===== config.mk =====
export PLATFORM = sky130hd
export DESIGN_NAME = wkf_standby_wake
export DESIGN_NICKNAME = d
export VERILOG_FILES = /design/src/rtl/wkf_pkg.sv /design/src/rtl/wkf_persist_filter.sv /design/src/rtl/wkf_dom_watchdog.sv /design/src/rtl/wkf_out_stage.sv /design/src/rtl/wkf_standby_wake.sv
export SDC_FILE = /design/constraint.sdc
export NUM_CORES = 1
export LEC_CHECK = 0
export BUFFER_PORTS_ARGS = -buffer_cell sky130_fd_sc_hd__buf_2
export CAP_MARGIN = 20
export CORE_ASPECT_RATIO = 1.75
export CORE_UTILIZATION = 53
export DETAILED_ROUTE_END_ITERATION = 7
export PLACE_DENSITY = 0.74
export SETUP_SLACK_MARGIN = 0.15
export SLEW_MARGIN = 10
export SYNTH_ARGS = -nofsm -noshare
export SYNTH_HDL_FRONTEND = slang
export SYNTH_SLANG_ARGS = --single-unit

===== constraint.sdc =====
create_clock -name clk -period 1.71 [get_ports clk]
set_input_delay 0.0855 -clock clk [delete_from_list [all_inputs] [get_ports clk]]
set_output_delay 0.0855 -clock clk [all_outputs]
set_load 0.005 [all_outputs]

===== src/rtl/wkf_pkg.sv =====
package wkf_pkg;
  // width of a counter that must hold values 0 .. n-1
  function automatic int cnt_width(input int n);
    return (n > 2) ? $clog2(n) : 1;
  endfunction

  localparam logic WAKE_IDLE = 1'b1;  // wake_n level with no request
  localparam logic LVL_REC   = 1'b0;
  localparam logic LVL_DOM   = 1'b1;
endpackage


===== src/rtl/wkf_persist_filter.sv =====
// Symmetric persistence filter: q follows smp only after smp has differed
// from q for LEN consecutive samples.
module wkf_persist_filter #(
  parameter int LEN = 375
) (
  input  logic clk,
  input  logic rst,
  input  logic clr,
  input  logic smp,
  output logic q
);
  import wkf_pkg::*;
  localparam int CW = cnt_width(LEN);
  localparam logic [CW-1:0] LAST = CW'(LEN - 1);

  logic [CW-1:0] run_q;
  logic          lvl_q;

  always_ff @(posedge clk) begin
    if (rst || clr) begin
      run_q <= '0;
      lvl_q <= LVL_REC;
    end else if (smp != lvl_q) begin
      if (run_q == LAST) begin
        lvl_q <= smp;
        run_q <= '0;
      end else begin
        run_q <= run_q + 1'b1;
      end
    end else begin
      run_q <= '0;
    end
  end

  assign q = lvl_q;
endmodule


===== src/rtl/wkf_dom_watchdog.sv =====
// Counts consecutive raw dominant samples; sets stuck after LIMIT of them.
// Stuck is released once the qualified level reads recessive.
module wkf_dom_watchdog #(
  parameter int LIMIT = 500000
) (
  input  logic clk,
  input  logic rst,
  input  logic clr,
  input  logic dom,
  input  logic filt_lvl,
  output logic stuck
);
  import wkf_pkg::*;
  localparam int CW = cnt_width(LIMIT);
  localparam logic [CW-1:0] LAST = CW'(LIMIT - 1);

  logic [CW-1:0] len_q;
  logic          stuck_q;
  logic          hit;

  assign hit = dom && (len_q == LAST);

  always_ff @(posedge clk) begin
    if (rst || clr) begin
      len_q <= '0;
    end else if (!dom) begin
      len_q <= '0;
    end else if (len_q != LAST) begin
      len_q <= len_q + 1'b1;
    end
  end

  always_ff @(posedge clk) begin
    if (rst || clr) begin
      stuck_q <= 1'b0;
    end else if (hit) begin
      stuck_q <= 1'b1;
    end else if (filt_lvl == LVL_REC) begin
      stuck_q <= 1'b0;
    end
  end

  assign stuck = stuck_q;
endmodule


===== src/rtl/wkf_out_stage.sv =====
// Registered active-low request output.
module wkf_out_stage (
  input  logic clk,
  input  logic rst,
  input  logic active,
  input  logic filt_lvl,
  input  logic stuck,
  output logic wake_n
);
  import wkf_pkg::*;
  logic req;
  logic wake_q;

  assign req = active && (filt_lvl == LVL_DOM) && !stuck;

  always_ff @(posedge clk) begin
    if (rst) wake_q <= WAKE_IDLE;
    else     wake_q <= !req;
  end

  assign wake_n = wake_q;
endmodule


===== src/rtl/wkf_standby_wake.sv =====
module wkf_standby_wake #(
  parameter int FILT_CYC      = 375,
  parameter int TMO_CYC       = 500000,
  parameter bit STUCK_FLAG_EN = 1'b1
) (
  input  logic clk,
  input  logic rst,
  input  logic stby_en,
  input  logic bus_dom,
  output logic wake_n,
  output logic stuck_flag
);
  logic idle_clr;
  logic filt_lvl;
  logic stuck;

  assign idle_clr = !stby_en;

  wkf_persist_filter #(.LEN(FILT_CYC)) u_filt (
    .clk (clk),
    .rst (rst),
    .clr (idle_clr),
    .smp (bus_dom),
    .q   (filt_lvl)
  );

  wkf_dom_watchdog #(.LIMIT(TMO_CYC)) u_wdog (
    .clk      (clk),
    .rst      (rst),
    .clr      (idle_clr),
    .dom      (bus_dom),
    .filt_lvl (filt_lvl),
    .stuck    (stuck)
  );

  wkf_out_stage u_out (
    .clk      (clk),
    .rst      (rst),
    .active   (stby_en),
    .filt_lvl (filt_lvl),
    .stuck    (stuck),
    .wake_n   (wake_n)
  );

  generate
    if (STUCK_FLAG_EN) begin : g_flag
      assign stuck_flag = stuck;
    end else begin : g_noflag
      assign stuck_flag = 1'b0;
    end
  endgenerate
endmodule


==> impl_metrics.yaml, run 1 <==
floorplan:
  core_area_um2: 2522
  start_util: 0.5685
  fp-row-count: 24
  die_y_um: 70.81
  io_pins: 6
  fp.dieW_um: 41.32
  die_area_um2: 2926
routing:
  wl_met1_um: 1160
  routed.top_layer: "met4"
  vias: 1249
  routed_wl_um: 3114
  dr_wl_met3_um: 99
  via_per_inst: 6.034
  met2_length_um: 1750
  wl_per_cell_um: 15.04
  drt_iter0_drc: 39
  first_pass_iters: 4
  ant_nets: 0
  post-route-drc-count: 0
cts:
  cts.clk_slew.worst_paths_ps: 60
  htreeDepth: 2
  clk_latency_ps: 290
  cts_root_buf: "clkbuf_8"
  clock_path_buffers: 2
  cts_tree: "yes"
  cts_buffers: 5
  postCtsHoldBufs: 0
  clock_sinks: 31
global_route:
  grt_pass1_wl_um: 4857
  track_usage: 0.2452
  grt_pass1_vias: 1208
  antenna_found_initial: 0
  grt_max_degree: 16
  grt_overflow: 0
synthesis:
  yosysSeqAreaShare: 0.4328
  synth.area.top_cells: "dfxtp_1 43%, xor2_1 6.1%, nor2_1 4.7%"
  yosys_register_bits: 31
  yosys.area.top_type_share: 0.4328
  synth.largest_area_cell: "dfxtp_1"
  syn_avg_cell_area_um2: 9.018
  ys_types: 36
  netlist_area_um2: 1434
  yosys_warnings: 0
  syn_nets: 166
  syn_inst: 159
power:
  p_int_w: 0.001052
  switching_share: 0.2133
  pwr-share-clk: 0.433
  p_total_w: 0.001337
  switching_power_w: 0.0002852
  max-vdd-ir-drop_mv: 0.7190
  pwr-share-comb: 0.024
  leakage_nw: 0.6050
  p_seq_frac: 0.543
  power_density_nw_per_um2: 776.1
timing:
  rsz0062_at_grt: "yes"
  finalCritPeriodShare: 0.8933
  fin_setup_tns_ps: 0
  hold_viol_final: 0
  fin_crit_ps: 1528
  fmax_mhz: 654.7
  final_max_slew_viol_count: 0
  slew_headroom: 0.6725
  fin_skew_ps: 5.982
  worstMarginPinSlew_ps: 484.4
  finalSetupViolCount: 0
critical_path:
  critPathKind: "flop to flop"
  worst-path-max-fanout: 5
  critPathLaunchType: "flop"
  crit_path_end_kind: "flop"
  required_ps: 1910
  critical_path_arrival_ps: 1730
status:
  status: "finished clean"
placed_design:
  hpwl_um: 2288
  gp_congestion: 0.8552
  placed_area_um2: 1578
  io_buffers: 5
min_path:
  hold_class: "input port to flop"
cells_and_area:
  fin_nets: 188
  final_area_um2: 1723
  drive_above_1_share: 0.2486
  diodes: 0
  area_delta_synth_final_pct: 20.16
  nFillCells: 212
flow_run:
  drv_cap: 0
[metrics by stage]
stage / instances / worst slack, ps / hold WS [ps] / utilization
2_1_floorplan: 159 / 153.6 / 231.4 / -
3_3_place_gp: 196 / 123.5 / 336.1 / 0.6255
3_5_place_dp: 196 / 48.57 / 355.1 / 0.6255
4_1_cts: 203 / 113.3 / 53.62 / 0.6637
5_1_grt: 207 / 98.85 / 89.94 / 0.6830
6_report: 207 / 182.5 / 73.17 / 0.6830
[worst max-delay path, stage by stage, from the launching register on]
cell	delay, ps
dfxtp_2	340
nor4b_1	480
and4_4	350
nand2_1	100
a31oi_1	170
[Yosys cell counts, drive strengths merged]
cell    count
nand2      12
and4        3
or4         5
nand4       9
a21oi       6
o31ai       3
a21boi      1
mux2i       1
nor2b       1
nor2       18
dfxtp      31
buf         2
nand2b      1
inv         1
xor2       10
o21ai       8
ha          3
nor4        2
nor3        3
o211ai      1
and2        2
and3        7
nor4b       3
xnor2       5
nand3      11
nand3b      1
clkbuf      2
or3         2
a31oi       3
or4b        1
nor4bb      1
[logic make-up (layout without fill, tap and decap cells)]
logic type                 count (synthesis)  count (layout)  share of synthesized area
and+or+nand+nor                           82              82                     0.3351
DFF                                       31              31                     0.4328
AOI/OAI and AO/OA                         22              22                    0.08813
xor gates and xnor gates                  15              15                    0.09162
buffers and inverters                      5              27                    0.01919
adders and majority gates                  3               3                    0.02618
muxes                                      1               1                   0.006981
[sequential cells by signal (all words and copies together), names as in the netlist]
name	flops
u_filt.q	1
u_filt.run_q	9
u_wdog.len_q	19
u_wdog.stuck	1
u_out.wake_n	1
[metal layers]
layer,up-vias,GRT usage
met5,-,0
met4,0,0.1326
met3,11,0.08777
met2,16,0.4288
met1,602,0.2182
li1,620,-
[power by group through the flow]
| stage | clock, W | sequential [W] | combinational (W) |
|---|---|---|---|
| 6_report | 0.000579 | 0.000726 | 0.0000323 |
| 5_1_grt | 0.000612 | 0.000726 | 0.0000368 |
| 4_1_cts | 0.000592 | 0.000727 | 0.0000289 |
| 3_5_place_dp | 0 | 0.000744 | 0.0000281 |
| 3_3_place_gp | 0 | 0.000744 | 0.0000269 |
| 2_1_floorplan | 0 | 0.000744 | 0.0000153 |
[cell usage in the layout, fill, tap and decap left out, drive strengths merged, types with 3 or more instances in the layout]
cell type / synthesis / layout
ha: 3 / 3
nand2: 12 / 12
nor3: 3 / 3
or4: 5 / 5
nand4: 9 / 9
a21oi: 6 / 6
and4: 3 / 3
a31oi: 3 / 3
xnor2: 5 / 5
nor4b: 3 / 3
dfxtp: 31 / 31
o21ai: 8 / 8
xor2: 10 / 10
nor2: 18 / 18
clkbuf: 2 / 6
and3: 7 / 7
nand3: 11 / 11
buf: 2 / 19
o31ai: 3 / 3
[path summary, 6_finish.rpt]
| path | from | end | slack, ps | cells past startpoint |
|---|---|---|---|---|
| setup reg to reg | u_wdog.len_q[11] | u_wdog.len_q[3] | 180 | 4 |
| hold reg to reg | u_filt.q | u_out.wake_n | 460 | 1 |
| setup / recovery | u_wdog.len_q[11] | u_wdog.len_q[3] | 180 | 4 |
| hold / removal | rst | u_out.wake_n | 70 | 3 |
[area by class of cell]
| cell class | instances | area, um2 | area share |
|---|---|---|---|
| clock buffers | 6 | 82.58 | 0.04793 |
| clock inverters | 1 | 5.005 | 0.002905 |
| inverters | 1 | 3.754 | 0.002179 |
| multi-input cells | 123 | 837.1 | 0.4858 |
| flip-flops and latches | 31 | 631.9 | 0.3667 |
| well taps | 26 | 32.53 | 0.01888 |
| repair buffers | 19 | 130.1 | 0.07553 |
[repair_timing]
item	in CTS	in global routing
pin swaps	1	2
setup buffers	0	4
gates resized for setup	4	9
setup endpoints to repair	12	8
hold endpoints to repair	0	0
Power figures use the tool's default switching activity.
==> run 2: changes to the inputs <==
SYNTH_HIERARCHICAL = 1   (was default)
==> run 2 against run 1 <==
Sequential share of layout area is 1.9 points lower. Highest routed layer unchanged. Fmax is 7.8% lower. Critical endpoint is now u_wdog/len_q[4]. Design area up 4.9%. Utilization is 2.5 points higher. Sequential cell count unchanged. Clock power is 18% higher. Critical path depth rose by 1. Global-route usage fell by 0.56 points. Largest cell class unchanged. Via count rose by 1.2%.
==> impl_metrics.yaml, run 2 <==
status:
  status: "finished clean"
cells_and_area:
  drive_above_1_share: 0.2865
  final_common_cell: "dfxtp_1"
  nFillCells: 209
  fin_nets: 192
  final_core_util: 0.7083
  reg_top3: "u_wdog/len_q x19, u_filt/run_q x9"
  regMostFlops: "u_wdog/len_q"
  final_cell_mix: "25 x dfxtp_1, 20 x buf_4, 16 x nor2_1"
  diodes: 0
  area_delta_synth_final_pct: 23.61
  largest_reg_flops: 19
critical_path:
  slowest_delay_ps: 540
  r2r_start: "u_wdog/len_q[7]"
  worstSetupStartpoint: "u_wdog/len_q[7]"
  crit_path_end_kind: "flop"
  critical_path_arrival_ps: 1860
  required_ps: 1910
  crit_chain: "or4bb_1 -> nor4_4 -> buf_4 -> nand2_4 -> a211oi_2"
  worst-path-max-fanout: 6
  critPathKind: "flop to flop"
  cpMaxStageDelayCell: "or4bb_1"
  critPathLaunchType: "flop"
routing:
  drt_iter0_drc: 21
  post-route-drc-count: 0
  ant_nets: 0
  first_pass_iters: 5
  vias: 1264
  routed_wl_um: 3237
  via_per_inst: 5.991
  wl_per_cell_um: 15.34
power:
  leakage_nw: 0.6550
  p_int_w: 0.001163
  switching_share: 0.1926
  max-vdd-ir-drop_mv: 0.5436
  p_total_w: 0.001441
  power_density_nw_per_um2: 797.0
  pwr-share-comb: 0.022
  p_seq_frac: 0.505
  pwr-share-clk: 0.473
  switching_power_w: 0.0002776
floorplan:
  start_util: 0.5730
  fp-row-count: 24
  core_area_um2: 2552
  die_area_um2: 2982
  io_pins: 6
  die_y_um: 71.50
  fp.dieW_um: 41.71
placed_design:
  hpwl_um: 2357
  gp_congestion: 0.8273
  pre_cts_ws_ps: 34.08
  io_buffers: 5
cts:
  clk_latency_ps: 280
  cts.clk_slew.worst_paths_ps: 60
  cts_tree: "yes"
  cts_buffers: 5
  cts_root_buf: "clkbuf_8"
  clock_path_buffers: 2
  htreeDepth: 2
  clock_sinks: 31
timing:
  fin_crit_ps: 1656
  fmax_mhz: 603.9
  worstMarginPinSlew_ps: 456.0
  rsz0062_at_grt: "yes"
  fin_setup_tns_ps: 0
  final_max_slew_viol_count: 0
  hold_viol_final: 0
  setup_ws_ps: 54.04
  hold_ws_ps: 23.50
  finalCritPeriodShare: 0.9684
  fin_skew_ps: 6.464
  finalSetupViolCount: 0
  slew_headroom: 0.6947
min_path:
  hold_class: "input port to flop"
  min_from: "stby_en"
synthesis:
  synth-xor-area-share: 0.07784
  netlist_area_um2: 1463
  synth_compound_area_frac: 0.1309
  syn_nets: 163
  synth_top_family_by_area: "simple AND/OR/NAND/NOR gates"
  synthArstFlopShare: 0
  yosysMostFrequentCell: "dfxtp_1"
  yosys_register_bits: 31
  synthAdderAreaFrac: 0.02566
  synth_common_cells: "31 x dfxtp_1, 16 x nor2_1, 12 x nand2_1"
  syn_avg_cell_area_um2: 9.376
  yosys.area_share.simple: 0.3003
  muxShareOfSynthArea: 0.006843
  synth_edf_count: 0
  synth.area.top_cells: "dfxtp_1 42%, xor2_1 6.6%, nor2_1 4.1%"
  syn_inst: 156
  ys_types: 43
  yosys_warnings: 6
  yosysSeqAreaShare: 0.4243
  yosys.area.top_type_share: 0.4243
  synth.largest_area_cell: "dfxtp_1"
  ys.flop_type: "dfxtp_1"
global_route:
  track_usage: 0.2396
  grt_max_degree: 10
  grt_overflow: 0
  antenna_found_initial: 0
  grt_pass1_wl_um: 5499
  grt_pass1_vias: 1268
flow_run:
  drv_cap: 0
## run 2: cell types whose count changed after synthesis, moves of 3 or more
cell / delta
a211oi_1: +3
o21ai_0: +6
nor4b_1: -3
xnor2_1: -3
o21ai_1: -5
nand3_1: -3
inv_1: +5
or4_1: -4
and3_1: -5
## run 2: worst paths after layout
kind                           end  slack [ps]  cells after the start
hold reg to reg   u_wdog/len_q[18]         470                      2
setup / recovery   u_wdog/len_q[4]          50                      5
setup reg to reg   u_wdog/len_q[4]          50                      5
hold / removal        u_out/wake_n          20                      2
## run 2: per-layer routing
metal,up-vias,wire length [um],GRT usage
li1,620,-,-
met1,609,1198,0.2367
met2,23,1854,0.4462
met3,12,83,0.05290
met4,0,100,0.1326
met5,-,0,0
## run 2: timing repair
item | in CTS | in global routing
setup buffers | 3 | 3
hold endpoints to repair | 0 | 0
resized for setup | 8 | 9
endpoints found under the setup margin | 9 | 10
hold buffers | 0 | 0
pin swaps | 6 | 6
## run 2: power by group through the flow
stage	Clock (W)	Combinational [W]	Sequential (W)
global route	0.000718	0.0000353	0.000728
floorplan	0	0.0000158	0.000743
CTS	0.000696	0.0000309	0.000727
finish	0.000682	0.0000315	0.000728
detailed placement	0	0.0000287	0.000744
global placement	0	0.0000271	0.000744
## run 2: stage by stage
step | area, um2 | cells
after floorplan | 1468 | 156
after global placement | 1610 | 198
after detailed placement | 1610 | 198
after CTS | 1752 | 208
after global routing | 1808 | 211
final | 1808 | 211
## run 2: cell type report
type	count	area, um2	share of cell area
multi-input cells	115	835.8	0.4623
flip-flops and latches	31	628.1	0.3474
repair buffers	26	186.4	0.1031
clock buffers	6	72.57	0.04014
well taps	26	32.53	0.01799
clock inverters	1	30.03	0.01661
inverters	6	22.52	0.01246
## run 2: cells by family after synthesis
group | Yosys count
buf+inv | 10
simple gates | 69
xor+xnor | 13
mux | 1
compound gates | 29
fa+ha+maj | 3
flops | 31
## run 2: worst max-delay path, delay by kind of cell (launching register included)
kind	cells	cell delay, ps
AND/OR/NAND/NOR	3	890
flip-flops	1	310
buffers and inverters	1	190
AO/OA/AOI/OAI	1	190
